`config.mk`:
```
export PLATFORM = sky130hd
export DESIGN_NAME = nand_rb_waiter
export DESIGN_NICKNAME = d
export VERILOG_FILES = /design/src/rtl/nrw_pkg.sv /design/src/rtl/nrw_sync.sv /design/src/rtl/nrw_timer.sv /design/src/rtl/nand_rb_waiter.sv
export SDC_FILE = /design/constraint.sdc
export NUM_CORES = 1
export LEC_CHECK = 0
export BUFFER_PORTS_ARGS = -buffer_cell sky130_fd_sc_hd__buf_2
export CORE_AREA = 2 2 83 85
export CTS_CLUSTER_SIZE = 20
export DETAILED_ROUTE_END_ITERATION = 8
export DIE_AREA = 0 0 85 87
export GPL_TIMING_DRIVEN = 0
export PLACE_DENSITY = 0.56
export RECOVER_POWER = 100
export SLEW_MARGIN = 15
export SYNTH_ARGS = -nofsm -noshare
export SYNTH_HDL_FRONTEND = slang
export SYNTH_SLANG_ARGS = --single-unit
```
`constraint.sdc`:
```
create_clock -name clk -period 6.67 [get_ports clk]
set_input_delay 0 -clock clk [delete_from_list [all_inputs] [get_ports clk]]
set_output_delay 0 -clock clk [all_outputs]
set_load 0.05 [all_outputs]
```
`src/rtl/nrw_pkg.sv`:
```
package nrw_pkg;

    typedef enum logic [1:0] {
        OP_WAIT      = 2'b00,
        OP_RESET     = 2'b01,
        OP_PROGERASE = 2'b10,
        OP_SPARE     = 2'b11
    } op_e;

    typedef enum logic [2:0] {
        ST_IDLE,
        ST_GUARD,
        ST_CHIPDLY,
        ST_SEND_CMD,
        ST_PIN_WAIT,
        ST_POLL_RD,
        ST_FINAL_RD
    } state_e;

    function automatic int nrw_max(input int a, input int b);
        return (a > b) ? a : b;
    endfunction

endpackage

```
`src/rtl/nrw_sync.sv`:
```
module nrw_sync #(
    parameter int   STAGES    = 2,
    parameter logic RESET_VAL = 1'b0
) (
    input  logic clk,
    input  logic rst_n,
    input  logic d_in,
    output logic q_out
);
    logic [STAGES-1:0] chain_q;

    genvar g;
    generate
        for (g = 0; g < STAGES; g++) begin : g_stage
            if (g == 0) begin : g_first
                always_ff @(posedge clk or negedge rst_n) begin
                    if (!rst_n) chain_q[0] <= RESET_VAL;
                    else        chain_q[0] <= d_in;
                end
            end else begin : g_next
                always_ff @(posedge clk or negedge rst_n) begin
                    if (!rst_n) chain_q[g] <= RESET_VAL;
                    else        chain_q[g] <= chain_q[g-1];
                end
            end
        end
    endgenerate

    assign q_out = chain_q[STAGES-1];
endmodule

```
`src/rtl/nrw_timer.sv`:
```
module nrw_timer #(
    parameter int W = 8
) (
    input  logic         clk,
    input  logic         rst_n,
    input  logic         load,
    input  logic [W-1:0] val,
    output logic         expired
);
    logic [W-1:0] cnt_d, cnt_q;

    always_comb begin
        cnt_d = cnt_q;
        if (load)               cnt_d = val;
        else if (cnt_q != '0)   cnt_d = cnt_q - 1'b1;
    end

    always_ff @(posedge clk or negedge rst_n) begin
        if (!rst_n) cnt_q <= '0;
        else        cnt_q <= cnt_d;
    end

    assign expired = (cnt_q == '0);
endmodule

```
`src/rtl/nand_rb_waiter.sv`:
```
module nand_rb_waiter
    import nrw_pkg::*;
#(
    parameter int CLK_MHZ      = 100,
    parameter int TWB_NS       = 100,
    parameter int CHIP_DLY_US  = 20,
    parameter int NORM_TMO_US  = 400000,
    parameter int RESET_TMO_US = 250000,
    parameter int READY_BIT    = 6,
    parameter int SYNC_STAGES  = 2
) (
    input  logic       clk,
    input  logic       rst_n,
    input  logic       start,
    input  logic [1:0] op,
    input  logic       pin_mode,
    input  logic       rb_n_in,
    output logic       seq_req,
    output logic       seq_cmd,
    input  logic       seq_ack,
    input  logic [7:0] seq_data,
    output logic       done,
    output logic       timeout,
    output logic [7:0] status
);
    localparam int TWB_CYC  = nrw_max(1, (TWB_NS * CLK_MHZ + 999) / 1000);
    localparam int CHIP_CYC = nrw_max(1, CHIP_DLY_US * CLK_MHZ);
    localparam int NORM_CYC = nrw_max(1, NORM_TMO_US * CLK_MHZ);
    localparam int RST_CYC  = nrw_max(1, RESET_TMO_US * CLK_MHZ);
    localparam int MAX_CYC  = nrw_max(nrw_max(TWB_CYC, CHIP_CYC), nrw_max(NORM_CYC, RST_CYC));
    localparam int CNT_W    = $clog2(MAX_CYC + 1);

    typedef struct packed {
        state_e     st;
        op_e        op;
        logic       pin;
        logic       done;
        logic       tmo;
        logic [7:0] status;
    } regs_t;

    regs_t r_d, r_q;

    logic             rb_ok;
    logic             t_load;
    logic [CNT_W-1:0] t_val;
    logic             t_exp;
    logic             is_prog;

    nrw_sync #(.STAGES(SYNC_STAGES), .RESET_VAL(1'b0)) u_sync (
        .clk   (clk),
        .rst_n (rst_n),
        .d_in  (rb_n_in),
        .q_out (rb_ok)
    );

    nrw_timer #(.W(CNT_W)) u_timer (
        .clk     (clk),
        .rst_n   (rst_n),
        .load    (t_load),
        .val     (t_val),
        .expired (t_exp)
    );

    assign is_prog = (r_q.op == OP_PROGERASE);

    always_comb begin
        r_d      = r_q;
        r_d.done = 1'b0;
        r_d.tmo  = 1'b0;
        t_load   = 1'b0;
        t_val    = '0;
        seq_req  = 1'b0;
        seq_cmd  = 1'b0;

        unique case (r_q.st)
            ST_IDLE: begin
                if (start) begin
                    r_d.st  = ST_GUARD;
                    r_d.op  = op_e'(op);
                    r_d.pin = pin_mode;
                    t_load  = 1'b1;
                    t_val   = CNT_W'(TWB_CYC);
                end
            end
            ST_GUARD: begin
                if (t_exp) begin
                    if (is_prog) begin
                        r_d.st = ST_SEND_CMD;
                    end else if (r_q.pin) begin
                        r_d.st = ST_PIN_WAIT;
                        t_load = 1'b1;
                        t_val  = CNT_W'(NORM_CYC);
                    end else begin
                        r_d.st = ST_CHIPDLY;
                        t_load = 1'b1;
                        t_val  = CNT_W'(CHIP_CYC);
                    end
                end
            end
            ST_CHIPDLY: begin
                if (t_exp) begin
                    if (r_q.op == OP_RESET) begin
                        r_d.st = ST_SEND_CMD;
                    end else begin
                        r_d.st   = ST_IDLE;
                        r_d.done = 1'b1;
                    end
                end
            end
            ST_SEND_CMD: begin
                seq_req = 1'b1;
                seq_cmd = 1'b1;
                if (seq_ack) begin
                    t_load = 1'b1;
                    t_val  = (r_q.op == OP_RESET) ? CNT_W'(RST_CYC) : CNT_W'(NORM_CYC);
                    r_d.st = (is_prog && r_q.pin) ? ST_PIN_WAIT : ST_POLL_RD;
                end
            end
            ST_PIN_WAIT: begin
                if (rb_ok || t_exp) begin
                    if (is_prog) begin
                        r_d.st = ST_FINAL_RD;
                    end else begin
                        r_d.st   = ST_IDLE;
                        r_d.done = 1'b1;
                        r_d.tmo  = !rb_ok;
                    end
                end
            end
            ST_POLL_RD: begin
                seq_req = 1'b1;
                if (seq_ack) begin
                    r_d.status = seq_data;
                    if (seq_data[READY_BIT] || t_exp) begin
                        if (is_prog) begin
                            r_d.st = ST_FINAL_RD;
                        end else begin
                            r_d.st   = ST_IDLE;
                            r_d.done = 1'b1;
                            r_d.tmo  = !seq_data[READY_BIT];
                        end
                    end
                end
            end
            ST_FINAL_RD: begin
                seq_req = 1'b1;
                if (seq_ack) begin
                    r_d.status = seq_data;
                    r_d.st     = ST_IDLE;
                    r_d.done   = 1'b1;
                    r_d.tmo    = !seq_data[READY_BIT];
                end
            end
            default: r_d.st = ST_IDLE;
        endcase
    end

    always_ff @(posedge clk or negedge rst_n) begin
        if (!rst_n) begin
            r_q.st     <= ST_IDLE;
            r_q.op     <= OP_WAIT;
            r_q.pin    <= 1'b0;
            r_q.done   <= 1'b0;
            r_q.tmo    <= 1'b0;
            r_q.status <= 8'h00;
        end else begin
            r_q <= r_d;
        end
    end

    assign done    = r_q.done;
    assign timeout = r_q.tmo;
    assign status  = r_q.status;
endmodule

```
# [Word-level counts from Yosys, hierarchy flattened]
# Index checks and enable logic that the tools add are counted.
[word_totals] output_inout_bits=12 latch_bits=0 mem_bits_rw=0 mem_count=0 inputBits=16 register_bits=44 elab_cells=81 rom_bits=0
[op_classes] n_shift=0 bitwise=0 reduce_logical=14 muxes=41 magnitude_cmp=0 mul=0 n_addsub=1 n_eq_ne=16 div=0
[op_table] operator="26-bit 2-to-1 mux" n=7
[op_table] operator="26-bit case mux with 3 select lines" n=1
[op_table] operator="3-bit 2-to-1 mux" n=10
[op_table] operator="26-bit logical NOT" n=1
[op_table] operator="26-bit nonzero test" n=1
[op_table] operator="26-bit by 1-bit subtractor with 26-bit output (second input constant)" n=1
[op_table] operator="3-bit case mux with 7 select lines" n=1
[op_table] operator="10-bit 2-to-1 mux" n=2
[op_table] operator="2-bit != test (second input constant)" n=8
[op_table] operator="8-bit case mux with 2 select lines" n=1
[op_table] operator="2-bit 2-to-1 mux" n=5
[op_table] operator="3-bit == test (second input constant)" n=3
[op_table] operator="1-bit 2-to-1 mux" n=9
[op_table] operator="8-bit AND reduction" n=1
[op_table] operator="3-bit by 2-bit == test with 1-bit output (second input constant)" n=2
[op_table] operator="6-bit 2-to-1 mux" n=1
[op_table] operator="1-bit case mux with 3 select lines" n=2
[op_table] operator="4-bit 2-to-1 mux" n=1
[op_table] operator="1-bit case mux with 4 select lines" n=1
[op_table] operator="2-bit nonzero test" n=2
[op_table] operator="3-bit by 1-bit == test with 1-bit output (second input constant)" n=1
[op_table] operator="3-bit logical NOT" n=1
[op_table] operator="3-bit AND reduction" n=1
[op_table] operator="3-bit OR reduction" n=1
[op_table] operator="other kinds (6)" n=8

# [Logic depth before layout (Yosys ltp)]
# Gate-level depths: netlist of run 1.
[logic_depth] depth_word=5 ltp_mapped=9 ltp_nobuf=7

# [Cells and area by module]
# A second synthesis of run 1 with hierarchy kept.
[hier_totals] hier_cells=277 area_unflattened_um2=2608.8
[modules_own_cells] mod="nrw_timer" cells_each=171 area_per_inst_um2=1535.2 seq_area_each_um2=650.6 n_inst=1
[modules_own_cells] mod="nand_rb_waiter" cells_each=104 area_per_inst_um2=1023.5 seq_area_each_um2=400.4 n_inst=1
[modules_own_cells] mod="nrw_sync" cells_each=2 area_per_inst_um2=50.0 seq_area_each_um2=50.0 n_inst=1

# [Worst setup path before layout of run 1]
# No wires, ideal clock.
[synth_path] kind="register -> register" startpoint="reg u_timer.cnt_q[21]" endpoint="reg u_timer.cnt_q[21]" path_buffers=3 setup_ps=139 stages_incl_launch_ff=9 period_less_slack_ps=2467 required_ps=6531 setup_slack_ps=4203 arrival_ps=2329 cell_sequence="dfrtp_1 -> or4_4 -> or4_4 -> buf_6 -> or3_1 -> buf_2 -> buf_6 -> o211ai_1 -> a21oi_1"
[synth_via] elab_chain_cells=4 elab_cells_between_ends=10 cone_classes="1 x add/sub; 6 x mux; 3 x reduce/logical"
[synth_rtl] item="start, declared" line="nrw_timer.sv:10" source="logic [W-1:0] cnt_d, cnt_q;"
[synth_rtl] item="start signal, assigned" line="nrw_timer.sv:20" source="else cnt_q <= cnt_d;"
[synth_rtl] item="branches (longest 4 deep; another with 26-bit by 1-bit subtractor with 26-bit output)"
# Several ways; the timed one is not identified. The select of a mux whose other input is x is not followed.
# A chain may end at the register's enable or synchronous reset.

# [Worst setup path after layout of run 1]
[layout_path] startpoint="reg u_timer.cnt_q[21]" endpoint="reg u_timer.cnt_q[14]"
[layout_via] elab_chain_cells=4 elab_cells_between_ends=8 cone_classes="5 x mux; 3 x reduce/logical"
[layout_rtl] item="26-bit logical NOT" line="nrw_timer.sv:23" source="assign expired = (cnt_q == '0);"
[layout_rtl] item="26-bit 2-to-1 mux / 1-bit 2-to-1 mux (equally long branches)" line="nand_rb_waiter.sv:87" source="if (t_exp) begin"
[layout_rtl] item="26-bit case mux with 3 select lines / 1-bit case mux with 3 select lines (equally long branches)" line="nand_rb_waiter.sv:76" source="unique case (r_q.st)"
[layout_rtl] item="26-bit 2-to-1 mux / 2-bit nonzero test (equally long branches)"
# Parallel ways exist; a longest one is shown, timed or not.

==> out/qor.yml, run 1 <==
arrival_ns: 3.43
p_per_area_nw_per_um2: 473.0
grt_max_degree: 45
slew_headroom_pct: -61.41
violations: "capacitance limit, slew limit"
grt_antenna_before_repair: 0
dp.cells: 366
cp_slowest_cell: "nor2_1"
cts.sinks: 44
start_kind: "flop"
max_stage_delay_ns: 0.58
tns_ns: 0
rsz0062_at_grt: "no"
layout_commonest_cell: "dfrtp_1"
rows: 30
fmax_mhz: 306.0
h-tree-depth: 2
max-cap-violations: 1
setup-violations-final: 0
synth_area_per_cell_sq_um: 9.773
ys_warn_count: 0
dpl.hpwl_um: 4200
most-common-layout-cells: "44 x dfrtp_1, 22 x clkbuf_1, 19 x a21oi_1, 15 x o21ai_0, 15 x buf_2"
ys.flop_type: "dfrtp_1"
crit_type: "reg -> reg"
min-delay-path-class: "in -> reg"
tightestPinTransition_ns: 2.421
ys_top_cells_by_area: "dfrtp_1 43%, mux2_2 5.3%, a21oi_1 3.8%, xnor2_1 3.1%, o211ai_1 3.0%"
synth-seq-area-share_pct: 43.50
crit_chain: "or4_4, or4_4, buf_6, nor2_1, and3_1, clkbuf_1, a21oi_1"
io_pins: 28
synth_top_area_share_pct: 43.50
critical-path-top-cell-by-count: "or4_4"
cts_buffer_depth: 2
initial_core_util_pct: 38.53
max-vdd-ir-drop_v: 0.0002229
die_h_um: 87
synth_top_area_cell: "dfrtp_1"
clkSlewWorstSetupHoldPaths_ns: 0.10
area_growth_pct: 17.00
wire_per_inst_um: 15.58
antenna_left: 0
wl_um: 6030
path_delay_family: "simple AND/OR/NAND/NOR gates"
overflow: 0
avgViaCountPerCell: 5.633
netlist_area_sq_um: 2531
antenna_cells: 0
drc_errors: 0
postSynthCellCount: 259
layout-drive-gt1-share_pct: 17.59
period_minus_slack_ns: 3.268
cp.required_ns: 6.83
syn_nets: 277
drv_slew: 45
synth_edf_count: 0
postLayoutCoreUtil_pct: 45.09
die_area_sq_um: 7395
hold_viol: 0
drt_iter0_markers: 131
grt_pass1_vias: 2061
cp_max_fo: 10
routabilityCongestion: 0.8219
cts_buffers: 5
critPathBufInv: 2
drt_first_pass_iters: 4
clockRootBuffer: "clkbuf_8"
track_usage_pct: 17.16
final_cells: 387
vias: 2180
skew_ns: 0.007462
ys_seq_elements: 44
port_buffers: 27
synth_cell_types: 52
core_area_sq_um: 6569
grt_pass1_wl_um: 10140
die_w_um: 85
end_kind: "flop"
status: "complete, but fails checks"
nNetsFinal: 324
power_uw: 1401
cts_tree: "yes"
p_leak_uw: 0.001276
finalCritPeriodShare_pct: 49.00
async_flop_share_pct: 100.0
clk_latency_ns: 0.30
cell usage after synthesis, types with 3 or more instances:
cell / instances
dfrtp_1: 44
a21oi_1: 19
o21ai_0: 14
mux2_2: 12
nand2_1: 12
nor3_1: 11
nor2_1: 10
o211ai_1: 10
buf_4: 9
nor4_1: 9
xnor2_1: 9
clkbuf_1: 7
xor2_1: 7
inv_1: 6
nand3_1: 6
o31a_1: 5
nand4_1: 4
o21a_1: 4
or2_2: 4
or3_1: 4
or4_1: 4
and2_1: 3
mux2i_1: 3
nand2b_1: 3
nor2b_1: 3
layer usage:
layer  track usage [%]  wire [um]  vias up
met2             28.84       2916       41
met3             2.749        182        7
met1             22.74       2845     1077
met4             5.483         87        0
met5                 0          0        -
li1                  -          -     1055
final timing paths:
path	start	end	slack, ns	cells past startpoint
worst max-delay path	u_timer.cnt_q[21]	u_timer.cnt_q[14]	3.40	7
worst min-delay path	seq_ack	timeout	0.06	3
worst max register to register	u_timer.cnt_q[21]	u_timer.cnt_q[14]	3.40	7
worst min register to register	u_sync.chain_q[0]	u_sync.q_out	0.36	0
max in group asynchronous	rst_n	u_timer.cnt_q[1]	4.30	2
min in group asynchronous	rst_n	u_timer.cnt_q[5]	0.97	2
cells by family (layout without fill, tap and decap cells):
group	after synthesis	count (layout)	share of synthesized area (%)
AND/OR/NAND/NOR	85	85	19.18
XOR/XNOR	16	16	5.537
flip-flops	44	44	43.50
buffers and inverters	26	74	5.882
multiplexers	15	15	6.525
AO/OA/AOI/OAI	71	71	18.39
adder cells (fa/ha/maj)	2	2	0.9885
layout make-up:
| type | instances | area [sq um] |
|---|---|---|
| inverters | 6 | 22.52 |
| repair buffers | 40 | 249.0 |
| clock inverters | 3 | 26.28 |
| fillers | 623 | 3607 |
| well taps | 80 | 100.1 |
| clock buffers | 5 | 68.82 |
| multi-input cells | 189 | 1272 |
| plain buffers | 20 | 121.4 |
| flip-flops and latches | 44 | 1101 |
registers in the layout, indices dropped and copies added, names as in the netlist:
name            count
u_timer.cnt_q      26
status              8
r_q                 6
done                1
timeout             1
u_sync.chain_q      1
u_sync.q_out        1
through the flow:
| step | area (sq um) | setup slack [ns] | hold WS (ns) |
|---|---|---|---|
| detailed placement | 2766 | 3.867 | 0.1109 |
| CTS | 2992 | 3.826 | 0.06227 |
| global placement | 2766 | 3.886 | 0.1097 |
| global route | 2962 | 3.174 | 0.08592 |
| finish | 2962 | 3.402 | 0.06165 |
| floorplan | 2531 | 4.203 | -0.2956 |
what timing repair did:
action,CTS,global route
hold buffers,13,0
endpoints found under the setup margin,0,0
buffers inserted,0,0
endpoints found under the hold margin,56,0
gates resized for setup,0,0
worst min-delay path, cell delays in order:
cell	delay [ns]
buf_2	0.13
nand2_1	0.10
o31ai_1	0.09
power by group:
group	total, uW	internal, uW	switching, uW
Clock	182	77.2	104
Sequential	453	365	88.4
Combinational	766	315	451
Note: power is estimated with default switching activity, not from simulation.
==> run 2, diff against run 1 <==
==> constraint.sdc (replaced) <==
create_clock -name clk -period 3.23 [get_ports clk]
set_input_delay 0 -clock clk [delete_from_list [all_inputs] [get_ports clk]]
set_output_delay 0 -clock clk [all_outputs]
set_load 0.05 [all_outputs]
==> run 2 against run 1 <==
Net effect: the run still ends with capacitance limit, slew limit left; sequential power up 110%; hold slack about the same; non-clock buffer count unchanged; count of clock-buffer cells in the layout unchanged; routed wire length about the same; die area unchanged; highest routed layer unchanged.
==> out/qor.yml, run 2 (same netlist as run 1, synthesis figures left out) <==
rr_startpoint: "u_timer.cnt_q[6]"
path_delay_family: "simple AND/OR/NAND/NOR gates"
cp_max_fo: 10  # unchanged
cts.sinks: 44  # unchanged
initial_core_util_pct: 38.53  # unchanged
finalWorstSetupSlack_ns: 0.3708  # -3.031 ns
drv_slew: 45  # unchanged
tns_ns: 0  # unchanged
grt_pass1_wl_um: 10140  # unchanged
cts_buffers: 5  # unchanged
tightestPinTransition_ns: 2.432  # +0.01083 ns
core_area_sq_um: 6569  # unchanged
cts_buffer_depth: 2  # unchanged
drt_first_pass_iters: 4  # unchanged
cp.depth: 6  # -1
min_to: "timeout"
grt_pass1_vias: 2061  # unchanged
cts_setup_buffers: 0  # unchanged
r2r_end: "u_timer.cnt_q[14]"
most-common-layout-cells: "44 x dfrtp_1, 21 x clkbuf_1, 19 x a21oi_1, 15 x o21ai_0, 15 x buf_2"
power_uw: 2898  # +110%
max-cap-violations: 1  # unchanged
rsz0062_at_grt: "no"
cts_tree: "yes"
status: "complete, but fails checks"
skew_ns: 0.008811  # +0.001349 ns
start_kind: "flop"
rows: 30  # unchanged
wl_met2_um: 2884  # -1.1%
layout_commonest_cell: "dfrtp_1"
r2r_slack_ns: 0.37  # -3.03 ns
top_layer_used: "met4"
wl_met3_um: 177  # -2.7%
regMostFlops: "u_timer.cnt_q"
dpl.hpwl_um: 4200  # unchanged
cp_slowest_cell: "nor4_1"
max_stage_delay_ns: 0.69  # +0.11 ns
cp-startpoint: "u_timer.cnt_q[6]"
h-tree-depth: 2  # unchanged
wl_met1_um: 2886  # +1.4%
drt_iter0_markers: 130  # -0.76%
arrival_ns: 3.02  # -0.41 ns
vias: 2179  # -0.046%
fmax_mhz: 349.7  # +14%
io_pins: 28  # unchanged
port_buffers: 27  # unchanged
die_w_um: 85  # unchanged
end_kind: "flop"
drc_errors: 0  # unchanged
violations: "capacitance limit, slew limit"
nNetsFinal: 324  # unchanged
grt_max_degree: 45  # unchanged
dp.cells: 366  # unchanged
clkSlewWorstSetupHoldPaths_ns: 0.10  # about the same
crit_chain: "nor4_1, nand4_1, nor2_2, and3_1, clkbuf_2, a21oi_1"
top_regs: "u_timer.cnt_q: 26 flops, status: 8 flops, r_q: 6 flops"
hold_viol: 0  # unchanged
antenna_left: 0  # unchanged
clockRootBuffer: "clkbuf_8"
antenna_cells: 0  # unchanged
die_area_sq_um: 7395  # unchanged
track_usage_pct: 17.16  # unchanged
largest_register_ffs: 26  # unchanged
cp.required_ns: 3.39  # -3.44 ns
grt_antenna_before_repair: 0  # unchanged
period_minus_slack_ns: 2.859  # -0.4088 ns
fillCellCount: 620  # -0.48%
die_h_um: 87  # unchanged
p_leak_uw: 0.001277  # about the same
clk_latency_ns: 0.30  # about the same
finalInstanceArea_sq_um: 2959  # about the same
holdPathStages: 3  # unchanged
hp-start: "seq_ack"
setup-violations-final: 0  # unchanged
routabilityCongestion: 0.8219  # unchanged
dp_slack_ns: 0.4268  # -3.440 ns
slew_headroom_pct: -62.13  # -0.72 points
avgViaCountPerCell: 5.630  # about the same
layout-drive-gt1-share_pct: 18.24  # +0.65 points
max-vdd-ir-drop_v: 0.0004604  # +110%
wl_um: 6034  # about the same
place_area_sq_um: 2766  # unchanged
min-delay-path-class: "in -> reg"
wire_per_inst_um: 15.59  # about the same
p_per_area_nw_per_um2: 979.4  # +110%
crit_type: "reg -> reg"
overflow: 0  # unchanged
critPathBufInv: 1  # -1
final_cells: 387  # unchanged
finalCritPeriodShare_pct: 88.52  # +40 points
area_growth_pct: 16.91  # about the same
r2r_cells: 6  # -1
run 2: cell types whose count changed in the layout (fill, tap and decap cells not counted):
cell	before	now
clkbuf_2	0	2
buf_6	2	1
clkbuf_1	22	21
nor2_1	11	10
nor2_2	0	1
run 2: worst register-to-register path: stages, from the launching register on:
cell and delay (ns):
dfrtp_1 0.44, nor4_1 0.69, nand4_1 0.42, nor2_2 0.51
and3_1 0.31, clkbuf_2 0.28, a21oi_1 0.07
run 2: area by class of cell:
type | instances | area, sq um | area share [%]
clock inverter | 3 | 26.28 | 0.8879
timing repair buffer | 40 | 249.0 | 8.414
multi-input combinational | 189 | 1275 | 43.09
sequential | 44 | 1101 | 37.21
inverter | 6 | 22.52 | 0.7611
buffer | 20 | 116.4 | 3.932
clock buffer | 5 | 68.82 | 2.326
tap | 80 | 100.1 | 3.383
run 2: timing repair:
item,4_1_cts,5_1_grt
hold buffers,13,0
resized for setup,0,0
hold endpoints to repair,56,0
run 2: report_power, final:
part	total, uW	internal (uW)	switching, uW
Combinational	1590	650	936
Clock	377	160	218
Sequential	935	753	182
run 2: layer usage:
layer	up-vias	GRT usage (%)
li1	1055	-
met1	1073	22.74
met2	44	28.84
met3	7	2.749
met4	0	5.483
met5	-	0
run 2: worst max path at each step:
stage                                    to
after floorplan           u_timer.cnt_q[21]
after global placement    u_timer.cnt_q[21]
after detailed placement  u_timer.cnt_q[11]
after CTS                 u_timer.cnt_q[11]
after global routing      u_timer.cnt_q[21]
final                     u_timer.cnt_q[14]
run 2: stage by stage:
step,utilization (%),hold slack [ns]
detailed placement,42.11,0.1109
CTS,45.54,0.06227
finish,45.05,0.06146
global route,45.05,0.08592
floorplan,-,-0.2956
global placement,42.11,0.1097
